<file path="config.mk">
export PLATFORM = sky130hd
export DESIGN_NAME = sdram_cmd_monitor
export DESIGN_NICKNAME = d
export VERILOG_FILES = /design/src/rtl/sdram_mon_pkg.sv /design/src/rtl/sdram_mon_decode.sv /design/src/rtl/sdram_mon_bank.sv /design/src/rtl/sdram_mon_global.sv /design/src/rtl/sdram_mon_report.sv /design/src/rtl/sdram_cmd_monitor.sv
export SDC_FILE = /design/constraint.sdc
export NUM_CORES = 1
export LEC_CHECK = 0
export BUFFER_PORTS_ARGS = -buffer_cell sky130_fd_sc_hd__buf_2
export CAP_MARGIN = 30
export CORE_MARGIN = 2
export CORE_UTILIZATION = 53
export CTS_CLUSTER_DIAMETER = 40
export DETAILED_ROUTE_END_ITERATION = 10
export GPL_TIMING_DRIVEN = 0
export PLACE_DENSITY = 0.78
export SYNTH_ARGS = -nofsm -noshare
export SYNTH_HDL_FRONTEND = slang
export SYNTH_HIERARCHICAL = 1
export SYNTH_SLANG_ARGS = --single-unit
</file>
<file path="constraint.sdc">
create_clock -name clk -period 3.25 [get_ports clk]
set_clock_uncertainty 0.1 [all_clocks]
set_input_delay 0.325 -clock clk [delete_from_list [all_inputs] [get_ports clk]]
set_output_delay 0.325 -clock clk [all_outputs]
set_load 0.1 [all_outputs]
</file>
<file path="src/rtl/sdram_mon_pkg.sv">
package sdram_mon_pkg;

  typedef enum logic [3:0] {
    CMD_DESEL, CMD_NOP, CMD_ACT, CMD_RD, CMD_WR,
    CMD_PRE, CMD_REF, CMD_MRS, CMD_BST
  } cmd_e;

  // Numeric values are the reported cause codes; lower value wins.
  typedef enum logic [3:0] {
    E_NONE      = 4'd0,
    E_MRD       = 4'd1,
    E_MRS_OPEN  = 4'd2,
    E_REF_OPEN  = 4'd3,
    E_ACT_OPEN  = 4'd4,
    E_RW_CLOSED = 4'd5,
    E_AP_BUSY   = 4'd6,
    E_TRCD      = 4'd7,
    E_TRAS      = 4'd8,
    E_TRP       = 4'd9,
    E_TRRD      = 4'd10,
    E_TWR       = 4'd11,
    E_REF_LATE  = 4'd12
  } err_e;

  typedef struct packed {
    logic act_open;
    logic rw_closed;
    logic ap_busy;
    logic trcd;
    logic tras;
    logic trp;
    logic twr;
  } bank_viol_t;

  function automatic cmd_e decode_cmd(input logic cs_n, input logic ras_n,
                                      input logic cas_n, input logic we_n);
    cmd_e c;
    if (cs_n) begin
      c = CMD_DESEL;
    end else begin
      case ({ras_n, cas_n, we_n})
        3'b111:  c = CMD_NOP;
        3'b011:  c = CMD_ACT;
        3'b101:  c = CMD_RD;
        3'b100:  c = CMD_WR;
        3'b010:  c = CMD_PRE;
        3'b001:  c = CMD_REF;
        3'b000:  c = CMD_MRS;
        default: c = CMD_BST;
      endcase
    end
    return c;
  endfunction

  function automatic int max2(input int a, input int b);
    return (a > b) ? a : b;
  endfunction

endpackage

</file>
<file path="src/rtl/sdram_mon_decode.sv">
module sdram_mon_decode
  import sdram_mon_pkg::*;
#(
  parameter int NB  = 4,
  parameter int BAW = 2
) (
  input  logic           cs_n,
  input  logic           ras_n,
  input  logic           cas_n,
  input  logic           we_n,
  input  logic [BAW-1:0] ba,
  output cmd_e           cmd,
  output logic [NB-1:0]  bank_sel
);
  always_comb begin
    cmd          = decode_cmd(cs_n, ras_n, cas_n, we_n);
    bank_sel     = '0;
    bank_sel[ba] = 1'b1;
  end
endmodule

</file>
<file path="src/rtl/sdram_mon_bank.sv">
module sdram_mon_bank
  import sdram_mon_pkg::*;
#(
  parameter int TRCD   = 3,
  parameter int TRAS   = 6,
  parameter int TRP    = 3,
  parameter int WR_GAP = 5,
  parameter int BL     = 4
) (
  input  logic       clk,
  input  logic       rst_n,
  input  cmd_e       cmd,
  input  logic       sel,
  input  logic       a10,
  output logic       is_open,
  output logic       ap_busy,
  output bank_viol_t viol
);
  localparam int CAP    = max2(max2(TRCD, TRAS), max2(TRP, WR_GAP));
  localparam int CW     = $clog2(CAP + 1);
  localparam int AW     = $clog2(BL + 1);
  localparam bit AP_NOW = (BL == 1);

  // Cycles elapsed since an event, held at CAP once every limit is met.
  function automatic logic [CW-1:0] since_next(input logic [CW-1:0] c);
    return (c >= CW'(CAP)) ? CW'(CAP) : c + CW'(1);
  endfunction

  logic          open_q;
  logic [CW-1:0] act_cnt, pre_cnt, wr_cnt;
  logic [AW-1:0] ap_rem;
  logic          hit_rw, hit_act, hit_pre;

  always_comb begin
    ap_busy = (ap_rem != '0);
    hit_rw  = sel && (cmd == CMD_RD || cmd == CMD_WR);
    hit_act = sel && (cmd == CMD_ACT);
    hit_pre = (cmd == CMD_PRE) && (sel || a10);

    viol.ap_busy   = ap_busy && (hit_rw || hit_pre);
    viol.rw_closed = hit_rw && !open_q;
    viol.trcd      = hit_rw && open_q && !ap_busy && (act_cnt < CW'(TRCD));
    viol.act_open  = hit_act && open_q;
    viol.trp       = hit_act && !open_q && (pre_cnt < CW'(TRP));
    viol.tras      = hit_pre && open_q && !ap_busy && (act_cnt < CW'(TRAS));
    viol.twr       = hit_pre && open_q && !ap_busy && (wr_cnt < CW'(WR_GAP));
  end

  always_ff @(posedge clk or negedge rst_n) begin
    if (!rst_n) begin
      open_q  <= 1'b0;
      act_cnt <= CW'(CAP);
      pre_cnt <= CW'(CAP);
      wr_cnt  <= CW'(CAP);
      ap_rem  <= '0;
    end else begin
      act_cnt <= since_next(act_cnt);
      pre_cnt <= since_next(pre_cnt);
      wr_cnt  <= since_next(wr_cnt);
      if (ap_busy) begin
        ap_rem <= ap_rem - AW'(1);
        if (ap_rem == AW'(1)) begin
          open_q  <= 1'b0;
          pre_cnt <= CW'(1);
        end
      end else if (open_q) begin
        if (hit_rw) begin
          if (cmd == CMD_WR) wr_cnt <= CW'(1);
          if (a10) begin
            if (AP_NOW) begin
              open_q  <= 1'b0;
              pre_cnt <= CW'(1);
            end else begin
              ap_rem <= AW'(BL - 1);
            end
          end
        end else if (hit_pre) begin
          open_q  <= 1'b0;
          pre_cnt <= CW'(1);
        end
      end else if (hit_act) begin
        open_q  <= 1'b1;
        act_cnt <= CW'(1);
      end
    end
  end

  assign is_open = open_q;
endmodule

</file>
<file path="src/rtl/sdram_mon_global.sv">
module sdram_mon_global
  import sdram_mon_pkg::*;
#(
  parameter int TRRD    = 2,
  parameter int TMRD    = 2,
  parameter int REF_INT = 1040
) (
  input  logic clk,
  input  logic rst_n,
  input  cmd_e cmd,
  input  logic any_open,
  output logic v_trrd,
  output logic v_mrd,
  output logic v_mrs_open,
  output logic v_ref_open,
  output logic v_late
);
  localparam int CAP = max2(TRRD, TMRD);
  localparam int CW  = $clog2(CAP + 1);
  localparam int RW  = $clog2(REF_INT + 2);

  function automatic logic [CW-1:0] since_next(input logic [CW-1:0] c);
    return (c >= CW'(CAP)) ? CW'(CAP) : c + CW'(1);
  endfunction

  function automatic logic [RW-1:0] ref_next(input logic [RW-1:0] c,
                                             input logic refreshed);
    if (refreshed) return RW'(1);
    return (c > RW'(REF_INT)) ? c : c + RW'(1);
  endfunction

  logic [CW-1:0] act_g, mrs_g;
  logic [RW-1:0] ref_cnt;
  logic          is_ref;

  always_comb begin
    is_ref     = (cmd == CMD_REF);
    v_trrd     = (cmd == CMD_ACT) && (act_g < CW'(TRRD));
    v_mrd      = (cmd != CMD_NOP) && (cmd != CMD_DESEL) && (mrs_g < CW'(TMRD));
    v_mrs_open = (cmd == CMD_MRS) && any_open;
    v_ref_open = is_ref && any_open;
    v_late     = (ref_cnt == RW'(REF_INT)) && !is_ref;
  end

  always_ff @(posedge clk or negedge rst_n) begin
    if (!rst_n) begin
      act_g   <= CW'(CAP);
      mrs_g   <= CW'(CAP);
      ref_cnt <= '0;
    end else begin
      act_g   <= (cmd == CMD_ACT) ? CW'(1) : since_next(act_g);
      mrs_g   <= (cmd == CMD_MRS) ? CW'(1) : since_next(mrs_g);
      ref_cnt <= ref_next(ref_cnt, is_ref);
    end
  end
endmodule

</file>
<file path="src/rtl/sdram_mon_report.sv">
module sdram_mon_report
  import sdram_mon_pkg::*;
(
  input  logic       clk,
  input  logic       rst_n,
  input  bank_viol_t vb,
  input  logic       v_trrd,
  input  logic       v_mrd,
  input  logic       v_mrs_open,
  input  logic       v_ref_open,
  input  logic       v_late,
  output logic       err_pulse,
  output logic [3:0] err_code,
  output logic       err_flag
);
  err_e code_now, code_q;

  always_comb begin
    if (v_mrd)             code_now = E_MRD;
    else if (v_mrs_open)   code_now = E_MRS_OPEN;
    else if (v_ref_open)   code_now = E_REF_OPEN;
    else if (vb.act_open)  code_now = E_ACT_OPEN;
    else if (vb.rw_closed) code_now = E_RW_CLOSED;
    else if (vb.ap_busy)   code_now = E_AP_BUSY;
    else if (vb.trcd)      code_now = E_TRCD;
    else if (vb.tras)      code_now = E_TRAS;
    else if (vb.trp)       code_now = E_TRP;
    else if (v_trrd)       code_now = E_TRRD;
    else if (vb.twr)       code_now = E_TWR;
    else if (v_late)       code_now = E_REF_LATE;
    else                   code_now = E_NONE;
  end

  always_ff @(posedge clk or negedge rst_n) begin
    if (!rst_n) begin
      err_pulse <= 1'b0;
      err_flag  <= 1'b0;
      code_q    <= E_NONE;
    end else begin
      err_pulse <= (code_now != E_NONE);
      if (code_now != E_NONE) begin
        code_q   <= code_now;
        err_flag <= 1'b1;
      end
    end
  end

  assign err_code = code_q;
endmodule

</file>
<file path="src/rtl/sdram_cmd_monitor.sv">
module sdram_cmd_monitor
  import sdram_mon_pkg::*;
#(
  parameter int NB      = 4,
  parameter int TRCD    = 3,
  parameter int TRAS    = 6,
  parameter int TRP     = 3,
  parameter int TRRD    = 2,
  parameter int TWR     = 2,
  parameter int TMRD    = 2,
  parameter int BL      = 4,
  parameter int REF_INT = 1040
) (
  input  logic                   clk,
  input  logic                   rst_n,
  input  logic                   cs_n,
  input  logic                   ras_n,
  input  logic                   cas_n,
  input  logic                   we_n,
  input  logic [$clog2(NB)-1:0]  ba,
  input  logic                   a10,
  output logic                   err_pulse,
  output logic [3:0]             err_code,
  output logic                   err_flag,
  output logic [NB-1:0]          bank_open
);
  localparam int BAW    = $clog2(NB);
  localparam int WR_GAP = BL - 1 + TWR;

  cmd_e         cmd;
  logic [NB-1:0] bank_sel;
  logic [NB-1:0] ap_busy_vec;
  bank_viol_t   viol_b [NB];
  bank_viol_t   viol_any;
  logic         v_trrd, v_mrd, v_mrs_open, v_ref_open, late_now;

  sdram_mon_decode #(.NB(NB), .BAW(BAW)) u_dec (
    .cs_n(cs_n), .ras_n(ras_n), .cas_n(cas_n), .we_n(we_n),
    .ba(ba), .cmd(cmd), .bank_sel(bank_sel)
  );

  for (genvar g = 0; g < NB; g++) begin : g_bank
    sdram_mon_bank #(
      .TRCD(TRCD), .TRAS(TRAS), .TRP(TRP), .WR_GAP(WR_GAP), .BL(BL)
    ) u_bank (
      .clk(clk), .rst_n(rst_n), .cmd(cmd), .sel(bank_sel[g]), .a10(a10),
      .is_open(bank_open[g]), .ap_busy(ap_busy_vec[g]), .viol(viol_b[g])
    );
  end

  always_comb begin
    viol_any = '0;
    for (int i = 0; i < NB; i++) viol_any = bank_viol_t'(viol_any | viol_b[i]);
  end

  sdram_mon_global #(.TRRD(TRRD), .TMRD(TMRD), .REF_INT(REF_INT)) u_glob (
    .clk(clk), .rst_n(rst_n), .cmd(cmd), .any_open(|bank_open),
    .v_trrd(v_trrd), .v_mrd(v_mrd), .v_mrs_open(v_mrs_open),
    .v_ref_open(v_ref_open), .v_late(late_now)
  );

  sdram_mon_report u_rep (
    .clk(clk), .rst_n(rst_n), .vb(viol_any),
    .v_trrd(v_trrd), .v_mrd(v_mrd), .v_mrs_open(v_mrs_open),
    .v_ref_open(v_ref_open), .v_late(late_now),
    .err_pulse(err_pulse), .err_code(err_code), .err_flag(err_flag)
  );
endmodule

</file>
# Word-level counts from Yosys, hierarchy flattened
# Cells that the tools add are included.
dict set report classes {
  addsub 19
  div 0
  bitwise_logic 3
  multipliers 0
  magnitude_cmp 35
  n_reduce_logical 109
  eq_ne 23
  muxes 121
  shift 0
}
# op count
set ops {}
lappend ops {{3-bit 2-to-1 mux} 73}
lappend ops {{1-bit logical AND} 67}
lappend ops {{4-bit 2-to-1 mux} 13}
lappend ops {{3-bit by 1-bit adder with 3-bit output (second input constant)} 12}
lappend ops {{3-bit >= comparator (second input constant)} 12}
lappend ops {{11-bit 2-to-1 mux} 3}
lappend ops {{4-bit one-hot mux with 7 select lines} 1}
lappend ops {{1-bit 2-to-1 mux} 26}
lappend ops {{3-bit by 2-bit less-than comparator with 1-bit output (second input constant)} 8}
lappend ops {{3-bit less-than comparator (second input constant)} 8}
lappend ops {{2-bit nonzero test} 12}
lappend ops {{7-bit OR} 3}
lappend ops {{4-bit by 3-bit == test with 1-bit output (second input constant)} 4}
lappend ops {{3-bit by 1-bit == test with 1-bit output (second input constant)} 5}
lappend ops {{3-bit AND reduction} 4}
lappend ops {{3-bit nonzero test} 4}
lappend ops {{3-bit by 1-bit subtractor with 3-bit output (second input constant)} 4}
lappend ops {{11-bit by 1-bit adder with 11-bit output (second input constant)} 1}
lappend ops {{11-bit == test (second input constant)} 1}
lappend ops {{11-bit > comparator (second input constant)} 1}
lappend ops {{3-bit == test (second input constant)} 3}
lappend ops {{1-bit zero test} 9}
lappend ops {{1-bit logical OR} 9}
lappend ops {{4-bit by 2-bit == test with 1-bit output (second input constant)} 2}
lappend ops {{other kinds (14)} 25}
dict set report totals {
  rom_bits 0
  latch_bits 0
  mem_bits_rw 0
  ff_bits 73
  n_memories 0
}

# Logic depth before layout (Yosys ltp)
# Gate-level depths: netlist of the first run.
dict set report depth {
  ltp_word 24
  mapped_depth 10
  mapped_depth_nobuf 10
}

# Cells and area by module
# The synthesis of the first run kept the hierarchy.
# module area_per_inst_um2 cells_per_inst n_inst seq_area_each_um2
set modules_own_cells {}
lappend modules_own_cells {{sdram_mon_bank (g_bank[1].u_bank ...)} 848.3 86 3 332.8}
lappend modules_own_cells {{sdram_mon_bank (g_bank[0].u_bank)} 854.6 89 1 332.8}
lappend modules_own_cells {sdram_mon_global 817.0 86 1 377.9}
lappend modules_own_cells {sdram_mon_report 312.8 32 1 150.1}
lappend modules_own_cells {sdram_mon_decode 78.8 12 1 0.0}
lappend modules_own_cells {sdram_cmd_monitor 60.1 8 1 0.0}

# Worst setup path after synthesis of the first run
# Ideal clock, no wire load.
dict set report synth_timing {
  kind {input-to-reg}
  startpoint {input port we_n}
  endpoint {register u_rep.err_flag}
  arrival_ps 3739
  path_slack_ps -715
  path_stages 10
  required_time_ps 3024
  path_buffers 0
  path_cell_list {nor2b_1 nor3_1 nor3b_1 o21ai_1 a21boi_0 or4_1 nor4_1 nor3b_4 nand2_2 or2_1}
}
# item line
set synth_rtl {}
lappend synth_rtl {{start: declaration} sdram_cmd_monitor.sv:19} ;# input logic we_n,
lappend synth_rtl {{end signal: assignment} sdram_mon_report.sv:37} ;# err_flag <= 1'b0;
lappend synth_rtl {{end signal: assignment} sdram_mon_report.sv:43} ;# err_flag <= 1'b1;
lappend synth_rtl {{end: declaration} sdram_mon_report.sv:14} ;# output logic err_flag

==> results.py, run 1 <==
metrics = {
    "floorplanning": {
        "die_w_um": 97.85,
        "rows": 34,
        "die_y_um": 97.85,
        "initial_core_util": 0.5406,
        "die-area_mm2": 0.009575,
        "io_pins": 19,
        "core_mm2": 0.008636,
    },
    "clocking": {
        "cts_sinks": 73,
        "worst_skew_pair.late_latency_ps": 350,
        "clk_pin_slew_ps": 80,
        "root_buffer": "clkbuf_8",
        "clk_path_buf_depth": 2,
        "numCtsBuffers": 9,
        "cts.htree.levels": 3,
        "cts_tree": "built",
    },
    "timing": {
        "finalCritPeriodShare": 0.9832,
        "finalSetupViolCount": 0,
        "layout_min_cycle_time_ps": 3195,
        "hold_viol_final": 0,
        "worst_slew_pin_slew_ps": 922.4,
        "max_freq_mhz": 312.9,
        "tns_ps": 0,
        "setup_slack_ps": 54.58,
        "slew_headroom": 0.3814,
        "finalMaxSlewViolations": 0,
    },
    "synth": {
        "synth_flop_cell": "dfrtp_1",
        "synth_fp_nets": 528,
        "netlist_area_mm2": 0.004668,
        "yosys_register_bits": 73,
        "seq_area_frac_synth": 0.3983,
        "synth_cells": 485,
        "yosys.cell_types.count": 61,
        "yosys_warnings": 6,
        "synth_area_per_cell_um2": 9.625,
        "synth-edff-count": 0,
        "synthArstFlopShare": 1.000,
    },
    "grt": {
        "track_usage": 0.2346,
        "grt_pass1_vias": 3829,
        "grt.overflow.total": 0,
        "grt_antenna_before_repair": 0,
        "grt_pass1_wl_um": 18140,
        "grt_max_degree": 74,
    },
    "place": {
        "place_area_mm2": 0.004957,
        "dp_hpwl_um": 7231,
        "port_buffers": 18,
        "gp_congestion": 0.8776,
        "dpl_worst_slack_ps": -763.2,
    },
    "power_and_ir_drop": {
        "irDropWorstVdd_mv": 0.4341,
        "power.leakage_nw": 2.284,
        "p_per_area_mw_per_mm2": 837.9,
    },
    "run": {
        "drv_cap": 0,
    },
    "routing": {
        "vias": 3934,
        "drt-total-wl_um": 10980,
        "ant_nets": 0,
        "route.detailed.drc": 0,
        "wire_per_inst_um": 17.18,
        "avgViaCountPerCell": 6.156,
        "drt_iter0_drc": 253,
        "dr.pass1.iters": 5,
    },
    "critical_path": {
        "crit_path_end_kind": "register",
        "critPathLaunchType": "primary input",
        "worstPathMaxFanout": 10,
        "required_ps": 3380,
        "cpPeakStageDelay_ps": 770,
        "path_buf_inv": 2,
        "worstPathArrival_ps": 3320,
        "crit_type": "primary input to register",
        "critical_path.top_delay_family": "compound AO/OA/AOI/OAI gates",
        "cp_cell_sequence": "buf_2, nor2b_4, buf_4, o31ai_2, and3b_1, o21ai_2, a2111oi_0, or4_1, nor4_4, nor3b_4, a21oi_1, o211ai_1",
        "cp_slowest_cell": "o31ai_2",
    },
    "layout": {
        "final_common_cell": "dfrtp_1",
        "drive_gt1_frac": 0.2185,
        "num-nets-final": 569,
        "diodes": 0,
        "layout.cells.most_common_list": "dfrtp_1 (47), nor2_1 (34), nand2_1 (34), ha_1 (34), inv_1 (30)",
        "area_delta_synth_final_pct": 14.71,
        "design_area_mm2": 0.005355,
    },
    "min_path": {
        "min_path_type": "primary input to register",
    },
    "status": {
        "outcome": "completed",
    },
}
## report_power, final
part / internal, mW / switching, mW / total (mW)
Sequential: 1.29 / 0.291 / 1.58
Clock: 0.530 / 0.351 / 0.881
Combinational: 0.753 / 1.27 / 2.02
Total: 2.58 / 1.91 / 4.49
## worst min-delay path, delay by kind of cell
family	cells	cell delay, ps
AND/OR/NAND/NOR	1	100
buffers and inverters	1	200
AO/OA/AOI/OAI	1	50
## flip-flops by register name, summed over array words and instances, names as in the netlist
signal,count
g_bank.u_bank/act_cnt,12
g_bank.u_bank/ap_rem,12
g_bank.u_bank/pre_cnt,12
g_bank.u_bank/wr_cnt,12
u_glob/ref_cnt,11
g_bank.u_bank/is_open,4
u_rep/err_code,4
u_glob/act_g,2
u_glob/mrs_g,2
u_rep/err_flag,1
u_rep/err_pulse,1
## metrics by stage
step / hold slack [ps] / utilization / power (mW) / std cells
after CTS: 252.9 / 0.6126 / 4.478 / 634
after global routing: 279.8 / 0.6201 / 4.809 / 639
after floorplan: -70.59 / - / 3.120 / 485
after detailed placement: 266.9 / 0.5740 / 3.565 / 612
after global placement: 346.3 / 0.5706 / 3.441 / 611
final: 268.3 / 0.6201 / 4.487 / 639
## per-layer routing
metal,global-route usage,vias up,wire length (um),share of wire
li1,-,1875,-,-
met3,0.05011,24,720,0.066
met4,0.07372,0,208,0.019
met2,0.3920,142,5225,0.48
met5,0,-,0,0
met1,0.3058,1893,4824,0.44
## timing repair
action,4_1_cts,5_1_grt
hold buffers,1,0
endpoints found under the hold margin,47,0
setup buffers,1,4
cloned,4,1
setup endpoints to repair,6,3
pin swaps,4,6
gates resized for setup,8,7
## synth_stat cells (11+ instances only)
master   instances  area share
nor3_1          25       0.027
nor4b_1         15       0.028
inv_1           30       0.024
o21ai_0         19       0.020
ha_1            34       0.091
nor2_1          35       0.028
nor4_1          11       0.015
nand2_1         34       0.027
a21oi_1         24       0.026
dfrtp_1         47        0.25
dfstp_2         26        0.15
## layout make-up
cell class / count / area, um2
inverter: 33 / 123.9
timing repair buffer: 25 / 170.2
clock buffer: 11 / 141.4
buffer: 8 / 50.05
sequential: 73 / 1859
fill: 701 / 3281
clock inverter: 5 / 102.6
tap: 108 / 135.1
multi-input combinational: 376 / 2773
## cells by family after synthesis
logic type      after synthesis  synth area share
simple gates                220            0.2930
compound gates              103            0.1522
flops                        73            0.3983
buf+inv                      41           0.03725
fa+ha+maj                    35           0.09327
xor+xnor                      8           0.01501
mux                           5           0.01099
## final timing paths
path / startpoint / end / slack [ps] / depth (start not counted)
max in group asynchronous: rst_n / g_bank[0].u_bank/pre_cnt[1]$_DFF_PN1_ / 2300 / 3
min in group asynchronous: rst_n / g_bank[1].u_bank/ap_rem[2]$_DFFE_PN0P_ / 420 / 3
setup reg to reg: g_bank[0].u_bank/ap_rem[0]$_DFFE_PN0P_ / u_rep/err_flag$_DFFE_PN0P_ / 310 / 10
hold / removal: a10 / g_bank[1].u_bank/ap_rem[0]$_DFFE_PN0P_ / 270 / 3
setup / recovery: ras_n / u_rep/err_code[0]$_DFFE_PN0P_ / 50 / 12
hold reg to reg: u_rep/err_flag$_DFFE_PN0P_ / u_rep/err_flag$_DFFE_PN0P_ / 360 / 1
No activity file was read; power rests on OpenSTA's default activity.
==> inputs of run 2 (changes only) <==
--- a/config.mk
+++ b/config.mk
@@ -5,6 +5,7 @@
 export SDC_FILE = /design/constraint.sdc
 export NUM_CORES = 1
 export LEC_CHECK = 0
+export ABC_AREA = 1
 export BUFFER_PORTS_ARGS = -buffer_cell sky130_fd_sc_hd__buf_2
 export CAP_MARGIN = 30
 export CORE_MARGIN = 2
==> run 2 against run 1 <==
  * Clock power is 32% lower
  * Combinational power is 2% higher
  * Maximum frequency is 14% higher
  * Sequential power is 7% lower
  * First-iteration DRC count is 26% lower
  * Synthesized cell count is 44% higher
  * Register-to-register slack better by 650 ps
==> results.py, run 2 <==
metrics = {
    "status": {
        "outcome": "completed",
    },
    "power_and_ir_drop": {
        "power.share.switching": 0.4800,
        "p_per_area_mw_per_mm2": 742.4,
        "comb_power_share": 0.499,
        "irDropWorstVdd_mv": 0.5075,
        "power_frac_seq": 0.356,
        "power_switching_mw": 1.981,
        "p_int_mw": 2.145,
        "power_frac_clock": 0.145,
        "power.leakage_nw": 2.930,
    },
    "timing": {
        "rsz0062_at_grt": "no",
        "finalCritPeriodShare": 0.8630,
        "tns_ps": 0,
        "layout_min_cycle_time_ps": 2805,
        "finalSetupViolCount": 0,
        "slew_headroom": 0.3390,
        "hold_viol_final": 0,
        "finalHoldWorstSlack_ps": 211.9,
        "worst_slew_pin_slew_ps": 986.1,
        "finalMaxSlewViolations": 0,
        "max_freq_mhz": 356.5,
    },
    "critical_path": {
        "worst-r2r-setup-slack_ps": 960,
        "cpMostUsedCell": "nand2_1",
        "cp_slowest_cell": "nor2_1",
        "crit_type": "primary input to register",
        "worstPathArrival_ps": 2990,
        "cpPeakStageDelay_ps": 520,
        "worstPathMaxFanout": 13,
        "cp_cell_sequence": "buf_2, inv_2, nand2_2, nand2_2, nor2_1, buf_4, nor2_1, nand2_1, nand2_2, nand2_1, nor2_1, nor2_1, nand2_1, nor3_4, nand2_1, nand2_1, nand2_2, nor2_4, nand4_1, nand2_1",
        "crit_path_end_kind": "register",
        "required_ps": 3440,
        "critPathLaunchType": "primary input",
    },
    "place": {
        "port_buffers": 18,
        "dp_hpwl_um": 7950,
        "place_area_mm2": 0.005393,
        "gp_congestion": 0.9043,
    },
    "clocking": {
        "cts_sinks": 73,
        "cts.htree.levels": 3,
        "root_buffer": "clkbuf_8",
        "postCtsSetupBuffers": 0,
        "clk_path_buf_depth": 2,
        "numCtsBuffers": 9,
        "worst_skew_pair.late_latency_ps": 350,
        "clk_pin_slew_ps": 70,
        "cts_tree": "built",
    },
    "grt": {
        "grt_max_degree": 73,
        "track_usage": 0.2189,
        "grt_pass1_vias": 4277,
        "grt_antenna_before_repair": 0,
        "grt.overflow.total": 0,
        "grt_pass1_wl_um": 18180,
    },
    "synth": {
        "yosys_register_bits": 73,
        "yosysMostFrequentCell": "nand2_1",
        "synth_top_area_frac": 0.2310,
        "synth-edff-count": 0,
        "synth_flop_cell": "dfrtp_1",
        "synth_area_per_cell_um2": 7.304,
        "netlist_area_mm2": 0.005091,
        "synthArstFlopShare": 1.000,
        "yosys.cell_types.count": 32,
        "synth_common_cells": "nand2_1 (180), inv_1 (104), nor2_1 (82)",
        "synth_cells": 697,
        "synth_largest_area_cell": "dfrtp_1",
        "synth_fp_nets": 740,
        "seq_area_frac_synth": 0.3652,
        "yosys_warnings": 6,
        "synth.top_cells.by_area": "dfrtp_1 (23%), dfstp_2 (13%), nand2_1 (13%)",
    },
    "floorplanning": {
        "die-area_mm2": 0.01041,
        "die_w_um": 102.0,
        "rows": 35,
        "io_pins": 19,
        "initial_core_util": 0.5484,
        "die_y_um": 102.0,
        "core_mm2": 0.009284,
    },
    "routing": {
        "dr.pass1.iters": 4,
        "ant_nets": 0,
        "drt-total-wl_um": 10410,
        "drt_iter0_drc": 186,
        "route.detailed.drc": 0,
        "wire_per_inst_um": 12.05,
        "vias": 4330,
        "avgViaCountPerCell": 5.012,
    },
    "layout": {
        "multi_input_area_mm2": 0.002710,
        "area_delta_synth_final_pct": 9.167,
        "seq_area_mm2": 0.001859,
        "num-nets-final": 773,
        "design_area_mm2": 0.005558,
        "diodes": 0,
        "final_common_cell": "nand2_1",
        "layout.cells.most_common_list": "nand2_1 (180), inv_1 (104), nor2_1 (82), dfrtp_1 (47), ha_1 (34)",
        "fill_cells": 862,
        "drive_gt1_frac": 0.2150,
    },
    "min_path": {
        "min_path_type": "primary input to async pin",
    },
    "run": {
        "drv_cap": 0,
    },
}
-- run 2: changes by cell type after synthesis, sizes merged, moves of 15 or more --
cell	delta
nand4	+19
nor2	+69
nor3	-18
nand2	+170
nor4b	-15
nand3	+25
inv	+89
-- run 2: per-stage QoR --
step | instances | utilization | power [mW] | setup WS (ps)
global placement | 844 | 0.5755 | 3.438 | -293.4
CTS | 864 | 0.5987 | 4.166 | 458.8
finish | 864 | 0.5987 | 4.126 | 445.1
detailed placement | 847 | 0.5809 | 3.553 | 136.1
floorplan | 697 | - | 3.119 | 404.4
global route | 864 | 0.5987 | 4.508 | 180.9
-- run 2: layout make-up --
| type | instances | area share |
|---|---|---|
| buffer | 5 | 0.006754 |
| clock buffer | 12 | 0.02431 |
| clock inverter | 4 | 0.003602 |
| inverter | 127 | 0.08802 |
| multi-input combinational | 492 | 0.4876 |
| sequential | 73 | 0.3345 |
| tap | 129 | 0.02904 |
| timing repair buffer | 22 | 0.02611 |
-- run 2: worst paths after layout --
| kind | startpoint | end | cells after the start |
|---|---|---|---|
| max in group asynchronous | rst_n | g_bank[2].u_bank/pre_cnt[1]$_DFF_PN1_ | 3 |
| worst min-delay path | rst_n | g_bank[1].u_bank/pre_cnt[0]$_DFF_PN0_ | 2 |
| min in group clk | u_glob/act_g[0]$_DFF_PN0_ | u_glob/act_g[0]$_DFF_PN0_ | 1 |
| worst max register to register | g_bank[3].u_bank/ap_rem[0]$_DFFE_PN0P_ | u_rep/err_flag$_DFFE_PN0P_ | 17 |
| worst min register to register | u_glob/act_g[0]$_DFF_PN0_ | u_glob/act_g[0]$_DFF_PN0_ | 1 |
| worst max-delay path | we_n | u_rep/err_code[1]$_DFFE_PN0P_ | 20 |
-- run 2: what timing repair did --
item | CTS | global route
hold buffers | 1 | 0
endpoints found under the hold margin | 47 | 0
resized for setup | 0 | 0
-- run 2: cells by family after synthesis --
kind of cell | share of synthesized area
AO/OA/AOI/OAI | 0.07668
XOR/XNOR | 0.01548
adder cells (fa/ha/maj) | 0.08356
buffers and inverters | 0.1035
flip-flops | 0.3652
AND/OR/NAND/NOR | 0.3556
-- run 2: power groups by stage --
| stage | logic, mW | registers, mW | clock network, mW |
|---|---|---|---|
| after global placement | 1.97 | 1.47 | 0 |
| after global routing | 2.34 | 1.51 | 0.657 |
| after detailed placement | 2.06 | 1.49 | 0 |
| after floorplan | 1.32 | 1.80 | 0 |
| final | 2.06 | 1.47 | 0.597 |
| after CTS | 2.07 | 1.47 | 0.618 |
-- run 2: layer usage --
layer	routed length, um	part of all wire	vias up	global-route usage
met3	293	0.028	13	0.04925
met5	0	0	-	0
met4	159	0.015	0	0.07077
met1	4559	0.44	2035	0.2570
li1	-	-	2222	-
met2	5402	0.52	60	0.3963
-- run 2: critical path: cells and delay by family --
kind | cells | cell delay, ps
AND/OR/NAND/NOR | 17 | 2180
buffers and inverters | 3 | 480
==> inputs of run 3 (changes only) <==
--- a/config.mk
+++ b/config.mk
@@ -6,7 +6,7 @@
 export NUM_CORES = 1
 export LEC_CHECK = 0
 export ABC_AREA = 1
-export BUFFER_PORTS_ARGS = -buffer_cell sky130_fd_sc_hd__buf_2
+export BUFFER_PORTS_ARGS = -buffer_cell sky130_fd_sc_hd__clkbuf_2
 export CAP_MARGIN = 30
 export CORE_MARGIN = 2
 export CORE_UTILIZATION = 53
==> run 3 against run 2 <==
  * Clock power is 37% higher
  * Largest power group unchanged
  * Sequential share of layout area is 0.44 points lower
  * Non-clock buffer count stayed put
  * Global-route usage is 0.35 points lower
  * Sequential cell count stayed put
  * Wire length is 1.2% lower
  * Via count is 0.37% higher
  * Cell count stayed put
  * Clock-buffer cell count stayed put
  * Largest cell class unchanged
  * Die area stayed put
  * Maximum frequency is 1.0% higher
==> results.py, run 3 (synthesis results as in run 2) <==
metrics = {
    "layout": {
        "drive_gt1_frac": 0.2190,
        "final_common_cell": "nand2_1",
        "area_delta_synth_final_pct": 10.62,
        "layout.cells.most_common_list": "nand2_1 (180), inv_1 (104), nor2_1 (81), dfrtp_1 (47), ha_1 (34)",
        "final_cells": 864,
        "diodes": 0,
        "num-nets-final": 773,
        "fill_cells": 863,
        "design_area_mm2": 0.005632,
    },
    "clocking": {
        "cts_sinks": 73,
        "clk_path_buf_depth": 2,
        "root_buffer": "clkbuf_8",
        "cts_resized": 0,
        "cts.htree.levels": 3,
        "clk_pin_slew_ps": 70,
        "numCtsBuffers": 9,
        "cts_tree": "built",
        "worst_skew_pair.late_latency_ps": 350,
    },
    "critical_path": {
        "endpoint": "u_rep/err_code[1]$_DFFE_PN0P_",
        "r2r_cells": 15,
        "worstPathMaxFanout": 14,
        "r2r_end": "u_rep/err_code[1]$_DFFE_PN0P_",
        "required_ps": 3390,
        "reg2reg_from": "g_bank[2].u_bank/ap_rem[0]$_DFFE_PN0P_",
        "critPathLaunchType": "primary input",
        "crit_type": "primary input to register",
        "worstPathArrival_ps": 2920,
        "worst-r2r-setup-slack_ps": 880,
        "crit_start": "we_n",
        "crit_path_end_kind": "register",
    },
    "routing": {
        "avgViaCountPerCell": 5.030,
        "vias": 4346,
        "ant_nets": 0,
        "drt-total-wl_um": 10290,
        "wire_per_inst_um": 11.91,
        "dr.pass1.iters": 4,
        "drt_iter0_drc": 164,
        "route.detailed.drc": 0,
    },
    "place": {
        "dpl_worst_slack_ps": 142.5,
        "place_area_mm2": 0.005391,
        "gp_congestion": 0.9042,
        "port_buffers": 18,
        "dp_hpwl_um": 7868,
        "place_inst": 847,
    },
    "floorplanning": {
        "die_w_um": 102.0,
        "initial_core_util": 0.5484,
        "die_y_um": 102.0,
        "die-area_mm2": 0.01041,
        "core_mm2": 0.009284,
        "rows": 35,
        "io_pins": 19,
    },
    "run": {
        "drv_cap": 0,
    },
    "grt": {
        "grt_max_degree": 42,
        "track_usage": 0.2154,
        "grt_pass1_wl_um": 17930,
        "grt_antenna_before_repair": 0,
        "grt.overflow.total": 0,
        "grt_pass1_vias": 4174,
    },
    "timing": {
        "rsz0062_at_grt": "no",
        "max_freq_mhz": 360.2,
        "worst_slew_pin_slew_ps": 937.1,
        "finalSetupViolCount": 0,
        "finalMaxSlewViolations": 0,
        "finalCritPeriodShare": 0.8541,
        "slew_headroom": 0.3746,
        "hold_viol_final": 0,
        "layout_min_cycle_time_ps": 2776,
        "setup_slack_ps": 474.1,
    },
    "power_and_ir_drop": {
        "power.leakage_nw": 2.952,
        "p_per_area_mw_per_mm2": 773.0,
        "irDropWorstVdd_mv": 0.6258,
    },
    "min_path": {
        "min_path_type": "register to register",
    },
    "status": {
        "outcome": "completed",
    },
}
-- run 3: where the power goes --
| group | total (mW) | switching [mW] | internal [mW] |
|---|---|---|---|
| Clock | 0.817 | 0.342 | 0.475 |
| Sequential | 1.47 | 0.228 | 1.25 |
| Combinational | 2.06 | 1.44 | 0.622 |
| Total | 4.35 | 2.01 | 2.34 |
-- run 3: through the flow --
step | TNS [ps] | total power, mW | util | hold WS [ps]
after floorplan | 0 | 3.119 | - | -70.59
after global placement | -1917 | 3.439 | 0.5755 | 356.5
after detailed placement | 0 | 3.546 | 0.5807 | 241.1
after CTS | 0 | 4.388 | 0.6066 | 377.8
after global routing | 0 | 4.715 | 0.6066 | 397.4
final | 0 | 4.353 | 0.6066 | 378.7
-- run 3: repair_timing --
action                                 4_1_cts  5_1_grt
buffers inserted                             0        0
endpoints found under the hold margin       19        0
hold buffers                                 1        0
-- run 3: per-layer routing --
layer / vias up / global-route usage / share of wire
li1: 2227 / - / -
met3: 19 / 0.03967 / 0.034
met4: 0 / 0.06667 / 0.017
met5: - / 0 / 0
met1: 2038 / 0.2630 / 0.44
met2: 62 / 0.3861 / 0.51
-- run 3: area by class of cell --
cell class                 instances  area, um2  area share
timing repair buffer              22      141.4     0.02511
inverter                         127      489.2     0.08687
multi-input combinational        492       2713      0.4817
clock inverter                     4      75.07     0.01333
clock buffer                      12      155.1     0.02755
sequential                        73       1859      0.3301
tap                              129      161.4     0.02866
buffer                             5      37.54    0.006665
-- run 3: critical path: stages --
cell      delay [ps]
clkbuf_2         120
inv_2             40
nand2_2           70
nand2_2           60
nor2_1           680
inv_1            190
nor2_2           200
nand4_1          180
nor2_1           140
nor2_1            80
nand2_1          120
nor2_2            70
o21ai_1          130
nand2_1           70
a21oi_2          220
nor2_4            70
nand4_1          100
nand2_1           50
-- run 3: how the worst min path moves through the flow --
stage                                           start                                endpoint  slack (ps)  depth (start not counted)
3_3_place_gp               u_rep/err_flag$_DFFE_PN0P_              u_rep/err_flag$_DFFE_PN0P_         360                          1
6_report                   u_rep/err_flag$_DFFE_PN0P_              u_rep/err_flag$_DFFE_PN0P_         380                          1
4_1_cts                    u_rep/err_flag$_DFFE_PN0P_              u_rep/err_flag$_DFFE_PN0P_         380                          1
5_1_grt        g_bank[2].u_bank/ap_rem[2]$_DFFE_PN0P_  g_bank[2].u_bank/ap_rem[2]$_DFFE_PN0P_         400                          1
2_1_floorplan                                   rst_n   g_bank[0].u_bank/act_cnt[0]$_DFF_PN0_         -70                          0
3_5_place_dp                                    rst_n   g_bank[1].u_bank/pre_cnt[0]$_DFF_PN0_         240                          1
